$ cat src/rtl/fsr_pkg.sv
package fsr_pkg;

  typedef enum logic {
    SLOT_IMMEDIATE = 1'b0,
    SLOT_FRAME     = 1'b1
  } slot_kind_e;

  // Reset value of control register idx: idx repeated in every byte.
  function automatic logic [31:0] reset_value(int unsigned idx);
    return 32'(idx * 32'h0001_0101 + idx * 32'h0000_0000);
  endfunction

endpackage

$ cat src/rtl/fsr_vsync_edge.sv
module fsr_vsync_edge #(
  parameter int unsigned STAGES = 2
) (
  input  logic clk,
  input  logic rst,
  input  logic vsync_async,
  output logic vsync_rise
);
  // STAGES synchroniser flops plus one history flop for edge detection.
  logic [STAGES:0] sr;

  always_ff @(posedge clk) begin
    if (rst) begin
      sr <= '0;
    end else begin
      sr <= {sr[STAGES-1:0], vsync_async};
    end
  end

  assign vsync_rise = sr[STAGES-1] & ~sr[STAGES];

  // a detected edge lasts exactly one cycle
  p_rise_single_r4: assert property (@(posedge clk) disable iff (rst)
    vsync_rise |=> !vsync_rise);

endmodule

$ cat src/rtl/fsr_write_decode.sv
module fsr_write_decode #(
  parameter int unsigned ADDR_W   = 8,
  parameter int unsigned NUM_REGS = 32
) (
  input  logic                wr_en,
  input  logic                wr_bank,
  input  logic [ADDR_W-1:0]   wr_addr,
  output logic [NUM_REGS-1:0] slot_hit
);
  logic ctrl_wr;
  assign ctrl_wr = wr_en & ~wr_bank;

  for (genvar i = 0; i < NUM_REGS; i++) begin : g_hit
    assign slot_hit[i] = ctrl_wr & (wr_addr == ADDR_W'(i));
  end

endmodule

$ cat src/rtl/fsr_slot.sv
module fsr_slot
  import fsr_pkg::*;
#(
  parameter int unsigned DATA_W    = 24,
  parameter logic [31:0] RESET_VAL = '0,
  parameter slot_kind_e  KIND      = SLOT_IMMEDIATE
) (
  input  logic              clk,
  input  logic              rst,
  input  logic              hit,
  input  logic [DATA_W-1:0] wr_data,
  input  logic              commit,
  output logic [DATA_W-1:0] active
);
  localparam logic [DATA_W-1:0] RV = RESET_VAL[DATA_W-1:0];

  if (KIND == SLOT_FRAME) begin : g_frame
    logic [DATA_W-1:0] pending;
    logic              pend_flag;

    always_ff @(posedge clk) begin
      if (rst) begin
        active    <= RV;
        pending   <= RV;
        pend_flag <= 1'b0;
      end else begin
        if (commit && pend_flag) begin
          active <= pending;
        end
        if (hit) begin
          pending   <= wr_data;
          pend_flag <= 1'b1;
        end else if (commit) begin
          pend_flag <= 1'b0;
        end
      end
    end

    // a buffered write marks the slot pending
    p_hold_pending_r3: assert property (@(posedge clk) disable iff (rst)
      hit |=> pend_flag && pending == $past(wr_data));
    // commit copies the pending word into the active value
    p_commit_copy_r4: assert property (@(posedge clk) disable iff (rst)
      (commit && pend_flag) |=> active == $past(pending));
    // a write on the commit edge stays pending for the next edge
    p_same_cycle_held_r6: assert property (@(posedge clk) disable iff (rst)
      (commit && hit) |=> pend_flag);
    // no frame edge, no change of the active value
    p_no_edge_stable_r3: assert property (@(posedge clk) disable iff (rst)
      !commit |=> $stable(active));
  end else begin : g_imm
    always_ff @(posedge clk) begin
      if (rst) begin
        active <= RV;
      end else if (hit) begin
        active <= wr_data;
      end
    end

    // immediate write shows on the next cycle
    p_immediate_r2: assert property (@(posedge clk) disable iff (rst)
      hit |=> active == $past(wr_data));
    // without a write the value holds
    p_imm_stable_r2: assert property (@(posedge clk) disable iff (rst)
      !hit |=> $stable(active));
  end

endmodule

$ cat src/rtl/frame_shadow_regs.sv
module frame_shadow_regs
  import fsr_pkg::*;
#(
  parameter int unsigned           ADDR_W      = 8,
  parameter int unsigned           DATA_W      = 24,
  parameter int unsigned           NUM_REGS    = 32,
  parameter int unsigned           SYNC_STAGES = 2,
  parameter logic [NUM_REGS-1:0]   SYNC_MASK   = 32'h0007_0300
) (
  input  logic                         clk,
  input  logic                         rst,
  input  logic                         wr_en,
  input  logic                         wr_bank,
  input  logic [ADDR_W-1:0]            wr_addr,
  input  logic [DATA_W-1:0]            wr_data,
  input  logic                         vsync_in,
  output logic [NUM_REGS*DATA_W-1:0]   active_regs,
  output logic                         bank_we,
  output logic [ADDR_W-1:0]            bank_addr,
  output logic [DATA_W-1:0]            bank_data
);
  localparam int unsigned FLAT_W = NUM_REGS * DATA_W;

  logic                vs_rise;
  logic [NUM_REGS-1:0] slot_hit;

  fsr_vsync_edge #(.STAGES(SYNC_STAGES)) u_vsync (
    .clk         (clk),
    .rst         (rst),
    .vsync_async (vsync_in),
    .vsync_rise  (vs_rise)
  );

  fsr_write_decode #(.ADDR_W(ADDR_W), .NUM_REGS(NUM_REGS)) u_dec (
    .wr_en    (wr_en),
    .wr_bank  (wr_bank),
    .wr_addr  (wr_addr),
    .slot_hit (slot_hit)
  );

  for (genvar i = 0; i < NUM_REGS; i++) begin : g_slot
    fsr_slot #(
      .DATA_W    (DATA_W),
      .RESET_VAL (reset_value(i)),
      .KIND      (SYNC_MASK[i] ? SLOT_FRAME : SLOT_IMMEDIATE)
    ) u_slot (
      .clk     (clk),
      .rst     (rst),
      .hit     (slot_hit[i]),
      .wr_data (wr_data),
      .commit  (vs_rise),
      .active  (active_regs[i*DATA_W +: DATA_W])
    );
  end

  // System/mode bank writes bypass all buffering.
  always_ff @(posedge clk) begin
    if (rst) begin
      bank_we   <= 1'b0;
      bank_addr <= '0;
      bank_data <= '0;
    end else begin
      bank_we <= wr_en & wr_bank;
      if (wr_en && wr_bank) begin
        bank_addr <= wr_addr;
        bank_data <= wr_data;
      end
    end
  end

  // bank write forwarded one cycle later with its payload
  p_bank_pass_r7: assert property (@(posedge clk) disable iff (rst)
    (wr_en && wr_bank) |=> bank_we && bank_addr == $past(wr_addr)
                           && bank_data == $past(wr_data));
  // bank write alone does not disturb the control file
  p_bank_isolated_r7: assert property (@(posedge clk) disable iff (rst)
    (wr_en && wr_bank && !vs_rise) |=> $stable(active_regs));
  // out-of-range control write changes nothing
  p_out_of_range_r8: assert property (@(posedge clk) disable iff (rst)
    (wr_en && !wr_bank && wr_addr >= ADDR_W'(NUM_REGS) && !vs_rise)
      |=> $stable(active_regs));

  initial begin
    assert (FLAT_W == NUM_REGS * DATA_W && NUM_REGS <= (1 << ADDR_W))
      else $error("register count exceeds address space");
  end

endmodule

$ cat config.mk
export PLATFORM = sky130hd
export DESIGN_NAME = frame_shadow_regs
export DESIGN_NICKNAME = d
export VERILOG_FILES = /design/src/rtl/fsr_pkg.sv /design/src/rtl/fsr_vsync_edge.sv /design/src/rtl/fsr_write_decode.sv /design/src/rtl/fsr_slot.sv /design/src/rtl/frame_shadow_regs.sv
export SDC_FILE = /design/constraint.sdc
export NUM_CORES = 2
export LEC_CHECK = 0
export CELL_PAD_IN_SITES_DETAIL_PLACEMENT = 0
export CELL_PAD_IN_SITES_GLOBAL_PLACEMENT = 1
export CORE_AREA = 3 3 322 324
export DETAILED_ROUTE_END_ITERATION = 7
export DIE_AREA = 0 0 325 327
export PLACE_DENSITY_LB_ADDON = 0.1
export SLEW_MARGIN = 20
export SYNTH_ARGS = -nofsm -noshare
export SYNTH_HDL_FRONTEND = slang
export SYNTH_SLANG_ARGS = --single-unit
$ cat constraint.sdc
create_clock -name clk -period 2 [get_ports clk]
set_clock_uncertainty 0.2 [all_clocks]
set_input_delay 0.3 -clock clk [delete_from_list [all_inputs] [get_ports clk]]
set_output_delay 0.3 -clock clk [all_outputs]
set_load 0.05 [all_outputs]
* After elaboration in Yosys (flattened, before gate mapping)
Cells that the tools add are included.
** Operators by class
- Bitwise logic cells :: 37
- Muxes and demuxes :: 6
- Reduce and logical (&&, ||, !) cells :: 12
- Equal/unequal tests :: 31
** Operator list (number)
- $eq 8x5->1 const B :: 16
- $eq 8x4->1 const B :: 8
- $and 1x1->1 :: 35
- $eq 8x3->1 const B :: 4
- $eq 8x2->1 const B :: 2
- $reduce_bool 2->1 :: 5
- $eq 8x1->1 const B :: 1
- $logic_not 8->1 :: 1
- $logic_and 1x1->1 :: 6
- $mux 1 :: 6
- $not 1->1 :: 2
** Word-level totals
- Word-level logic and storage cells :: 132
- Flip-flop bits (word level) :: 929
- Input port bits :: 37

* Longest topological paths before layout
- Depth in word-level cells :: 4
- Depth in mapped cells :: 7
- Gate-level depth less buffers :: 3

* By module
Synthesis repeated with hierarchy kept, for this count alone.
** Unflattened totals
- Cell total of the unflattened synthesis :: 3220
- Area, all modules :: 35430.2 um2
** Modules (own cells, without submodules)
- fsr_slot (g_slot[11].u_slot ...) :: seq. area each 480.5 um2, times used 10, cells each 77, area each 878.3 um2
- fsr_slot (g_slot[10].u_slot ...) :: seq. area each 480.5 um2, times used 7, cells each 77, area each 875.8 um2
- fsr_slot (g_slot[15].u_slot ...) :: seq. area each 480.5 um2, times used 5, cells each 77, area each 882.1 um2
- fsr_slot (g_slot[16].u_slot ...) :: seq. area each 980.9 um2, times used 2, cells each 188, area each 2004.4 um2
- fsr_slot (g_slot[17].u_slot ...) :: seq. area each 980.9 um2, times used 2, cells each 185, area each 1920.6 um2
- fsr_slot (g_slot[1].u_slot ...) :: seq. area each 480.5 um2, times used 3, cells each 77, area each 874.6 um2
- fsr_slot (g_slot[9].u_slot) :: seq. area each 980.9 um2, times used 1, cells each 185, area each 1921.8 um2
- frame_shadow_regs :: seq. area each 660.6 um2, times used 1, cells each 149, area each 1503.9 um2
- fsr_slot (g_slot[31].u_slot) :: seq. area each 480.5 um2, times used 1, cells each 78, area each 888.4 um2
- fsr_slot (g_slot[0].u_slot) :: seq. area each 480.5 um2, times used 1, cells each 77, area each 869.6 um2
- fsr_write_decode :: seq. area each 0.0 um2, times used 1, cells each 53, area each 360.3 um2
- fsr_vsync_edge :: seq. area each 60.1 um2, times used 1, cells each 7, area each 87.6 um2

* Worst setup path after synthesis
No wires, ideal clock.
- Kind :: input -> register
- Start point :: input port wr_addr[1]
- End point :: register g_slot[4].u_slot.active[10]
- Path buffers :: 3
- Stages on the path :: 6
- Setup slack :: 0.025 ns
- Data arrival time :: 1.703 ns
- Data required time :: 1.728 ns
- Path through :: buf_6 -> nor4_4 -> and3_1 -> buf_4 -> buf_4 -> mux2i_1
** Between the ends
- Word-level cells in the longest chain between the ends :: 2
** RTL lines
- start: declaration :: line frame_shadow_regs.sv:14 : input logic [ADDR_W-1:0] wr_addr,
- $eq 8x3->1 :: line fsr_write_decode.sv:14 : assign slot_hit[i] = ctrl_wr & (wr_addr == ADDR_W'(i));
- $and 1x1->1 :: line fsr_write_decode.sv:14
- end signal: assignment :: line fsr_slot.sv:56 : active <= wr_data;
- end: declaration :: line fsr_slot.sv:13 : output logic [DATA_W-1:0] active
No other way between the ends.
A chain may end at the register's enable or synchronous reset.

* Worst setup path after layout
- Start point :: register g_slot[25].u_slot.active[15]
- End point :: output port active_regs[615]
** RTL lines
- start: declaration :: line fsr_slot.sv:13
- start signal: assignment :: line fsr_slot.sv:56
- end: declaration :: line frame_shadow_regs.sv:17 : output logic [NUM_REGS*DATA_W-1:0] active_regs,
No word-level cell between the ends.

==> run summary <==
The region available for standard cell placement spans 101000 µm². Data arrival at the endpoint of the critical path: 1.43 ns. Summing all placed instances gives a cell area of 44500 µm². The xor and xnor area share after synthesis works out to 0.

STA classifies the critical path endpoint as an output pin. The run gives 4 as the initial antenna violation count. Top achievable clock speed: 517 MHz. The run finished with clean final reports. The starting density of the core was 0.339; the vias per cell was 4.71. The via count of the first global-routing pass was 26100; the HPWL after detailed placement was 102 mm.

The largest individual stage delay along the critical path comes from the cell sky130_fd_sc_hd__clkdlybuf4s15_2. Counting every sink on the clock net gives 929. The met1 track demand over resource was 0.334; the maximum vdd drop was 721 µV. In this run the cell area of the synthesized design comes to 34400 µm². TritonCTS built the clock tree.

The portion of the post-synthesis area used by sequential elements is 0.541. The largest area contributor in the synthesized netlist is sky130_fd_sc_hd__dfxtp_1. For the final hold violation count, the log shows 0.

The area of all placed cells without fillers was 48100 µm². The all-layer global routing usage is 0.266. After the last flow step, the layout net total stands at 4198. For the weighted congestion reported at the end of routability-driven placement, the log shows 0.792.

Average detailed-routed wire length per instance: 26.0 µm. For this run, the leading register cell type out of synthesis is sky130_fd_sc_hd__dfxtp_1. The floorplan step defined a die boundary enclosing 106000 µm². The most common cell in the synthesized netlist is sky130_fd_sc_hd__dfxtp_1.

The number of enable-type register cells in the synthesized netlist came out at 0. The fraction of layout instances using a drive strength above 1 is 0.287. The simple logic cell fraction of the synthesized area works out to 0.180. The number of nets handed over by synthesis was 3363.

The first TritonRoute pass finished after 5 iterations. The final critical delay including setup and external delays was 1.93 ns; the power after layout was 40.0 mW. The critical path goes through clkdlybuf4s15_2. The logs give 0.475 for the core occupancy in the finished layout and 0.630 for the relative slew slack. The row count came out at 117. Summed over all layers, the global routing overflow is 0. In this run the power density over the cells is 831 nW/µm². From synthesis to final layout, the design area changed by 40.0%. The global routing usage on met3 was 0.0752; the compound-gate portion of the synthesized area was 0.0195. On the worst path, the slowest cell contributes a delay of 0.39 ns. In this run the deepest clock path goes through 3 buffers. The share of the synthesized area in the top cell type was 0.541. In the post-synthesis netlist, the biggest area contributors are sky130_fd_sc_hd__dfxtp_1 (54%), sky130_fd_sc_hd__mux2i_1 (22%), sky130_fd_sc_hd__nand2b_1 (10%), sky130_fd_sc_hd__nand2_1 (3.4%), sky130_fd_sc_hd__nor2_1 (2.8%). The commonest cells after synthesis are sky130_fd_sc_hd__dfxtp_1 (929), sky130_fd_sc_hd__mux2i_1 (768), sky130_fd_sc_hd__nand2b_1 (553), sky130_fd_sc_hd__nand2_1 (309), sky130_fd_sc_hd__nor2_1 (259). The share of synthesized registers carrying an async set or reset works out to 0.

The clock root buffer was sky130_fd_sc_hd__clkbuf_16. STA classifies the critical path startpoint as a flop. The family with the most delay on the worst path was buffers and inverters. In this run the horizontal extent of the chip is 325 µm. Setup violations remaining at the end of the flow were counted as 0. After clock tree synthesis, the clock-pin slew on the worst setup and hold paths is 0.06 ns. The number of buffers added on ports came out at 837. Routing usage on met2: 0.451. The pin slew with the least headroom to its limit was 0.555 ns.

The count of nets left with antenna violations once routing finished came out at 0. Counting flops and latches in the post-synthesis netlist gives 929. Setup repair after global routing left no endpoint under its margin. The leakage power figure was 23.7 nW.

The adder and majority cell fraction of the synthesized area works out to 0. The critical path is of the flop to output pin type. The average instance in the mapped netlist occupies 10.3 µm².

Clock latency on the worst-skew pair, taken at its later pin, is 0.68 ns. For the count of unresolved DRC violations after routing, the log shows 0. The path class of the tightest hold or removal check is input port to flop.

The logs give 3326 for the cell count after synthesis and 146 mm for the routed wire length. The H-tree was split into 3 levels. The tools report the violation count after the first detailed-route iteration as 1605. The largest net degree at the start of global routing is 127.

The mux cell area share after synthesis was 0.224; the count of cell types in the netlist was 25. The portion of the clock cycle consumed by the worst path in the final layout came out at 0.967. The layout filler cell count is 9698. The die height works out to 327 µm.

The tools report the routed via count as 26400. For the count of pins on the block boundary, the log shows 838. Wire length of the first global-routing pass: 204 mm. The busiest layer in global routing is met2. The count of synthesis-stage warnings from yosys is 0. For the worst setup path, the data required time is 1.50 ns. The tools report the number of slew-limit violations in the final report as 0. The tools report the number of max-cap violations as 0.

Highest net fanout along the worst path: 2. After synthesis, the largest family of logic cells by area is multiplexers. TritonCTS created 104 clock buffers. Sum of buffers and inverters on the critical path: 1.
==> layer usage <==
metal	share of wire	vias to the layer above	wire (µm)
li1	-	12600	-
met1	0.43	13000	63100
met2	0.48	692	70400
met3	0.064	138	9350
met4	0.022	0	3270
met5	0	-	0
==> cells in the final DEF, fill, tap and decap left out, types with 3 or more instances in the layout <==
cell type / n
sky130_fd_sc_hd__dfxtp_1: 929
sky130_fd_sc_hd__mux2i_1: 768
sky130_fd_sc_hd__buf_4: 758
sky130_fd_sc_hd__nand2b_1: 532
sky130_fd_sc_hd__nand2_1: 309
sky130_fd_sc_hd__nor2_1: 243
sky130_fd_sc_hd__a21oi_1: 132
sky130_fd_sc_hd__clkdlybuf4s15_2: 120
sky130_fd_sc_hd__clkbuf_16: 105
sky130_fd_sc_hd__buf_12: 103
sky130_fd_sc_hd__clkdlybuf4s50_1: 35
sky130_fd_sc_hd__nand3b_1: 29
sky130_fd_sc_hd__nand3_2: 26
sky130_fd_sc_hd__clkbuf_8: 26
sky130_fd_sc_hd__clkbuf_1: 25
sky130_fd_sc_hd__nand2b_2: 21
sky130_fd_sc_hd__clkinv_2: 17
sky130_fd_sc_hd__nor2_4: 13
sky130_fd_sc_hd__bufinv_16: 6
sky130_fd_sc_hd__nand3_1: 5
sky130_fd_sc_hd__and3b_1: 5
sky130_fd_sc_hd__inv_6: 4
sky130_fd_sc_hd__nor4b_2: 3
sky130_fd_sc_hd__nor4bb_4: 3
sky130_fd_sc_hd__nor2_2: 3
sky130_fd_sc_hd__nor2b_1: 3
==> stage by stage <==
stage | setup WS (ns) | hold WS (ns) | setup TNS [ns] | std cells
6_report | 0.0659 | 0.0656 | 0 | 5613
5_1_grt | 0.00731 | 0.0628 | 0 | 5612
4_1_cts | 0.00483 | 0.0156 | 0 | 5612
3_5_place_dp | -0.533 | 0.241 | -259.74 | 5421
3_3_place_gp | -0.510 | 0.240 | -256.54 | 5421
2_1_floorplan | 0.0252 | 0.214 | 0 | 3326
==> what timing repair did <==
| action | CTS | global route |
|---|---|---|
| gates cloned | 0 | 0 |
| endpoints found under the hold margin | 54 | 0 |
| setup endpoints to repair | 121 | 1 |
| hold buffers | 2 | 0 |
| resized for setup | 364 | 1 |
| setup buffers | 0 | 0 |
==> cell families after synthesis <==
logic type | Yosys count
and+or+nand+nor | 1205
AOI/OAI and AO/OA | 133
buffers and inverters | 291
DFF | 929
muxes | 768
==> sequential cells by signal, indices dropped and copies added, names as in the netlist <==
register / flops
g_slot.u_slot.active: 768
bank_data: 24
g_slot.u_slot.g_frame.pend_flag: 5
g_slot.u_slot.g_frame.pending: 120
bank_addr: 8
u_vsync.sr: 3
bank_we: 1
==> power by group <==
| group | leakage, nW | internal, mW | total (mW) | switching [mW] |
|---|---|---|---|---|
| sequential | 7.50 | 18.5 | 18.6 | 0.0247 |
| combinational | 14.5 | 0.736 | 2.06 | 1.33 |
| clock | 1.71 | 11.4 | 19.4 | 7.99 |
==> cell type report <==
class	instances	area [µm²]	area share
Sequential cell	929	18600	0.386
Multi-Input combinational cell	2106	14900	0.309
Timing Repair Buffer	1020	9490	0.197
Clock buffer	156	3080	0.0640
Tap cell	1368	1710	0.0355
Clock inverter	33	378	0.00785
Antenna cell	1	2.50	0.0000520
==> worst paths after layout <==
check	cells past startpoint	start	slack, ns	to
max reg2reg	4	u_vsync.sr[1]	0.40	g_slot[8].u_slot.active[22]
min reg2reg	2	g_slot[9].u_slot.g_frame.pending[23]	0.25	g_slot[9].u_slot.active[23]
min	3	wr_data[15]	0.07	bank_data[15]
max	1	g_slot[25].u_slot.active[15]	0.07	active_regs[615]
No activity file was read; power rests on OpenSTA's default activity.
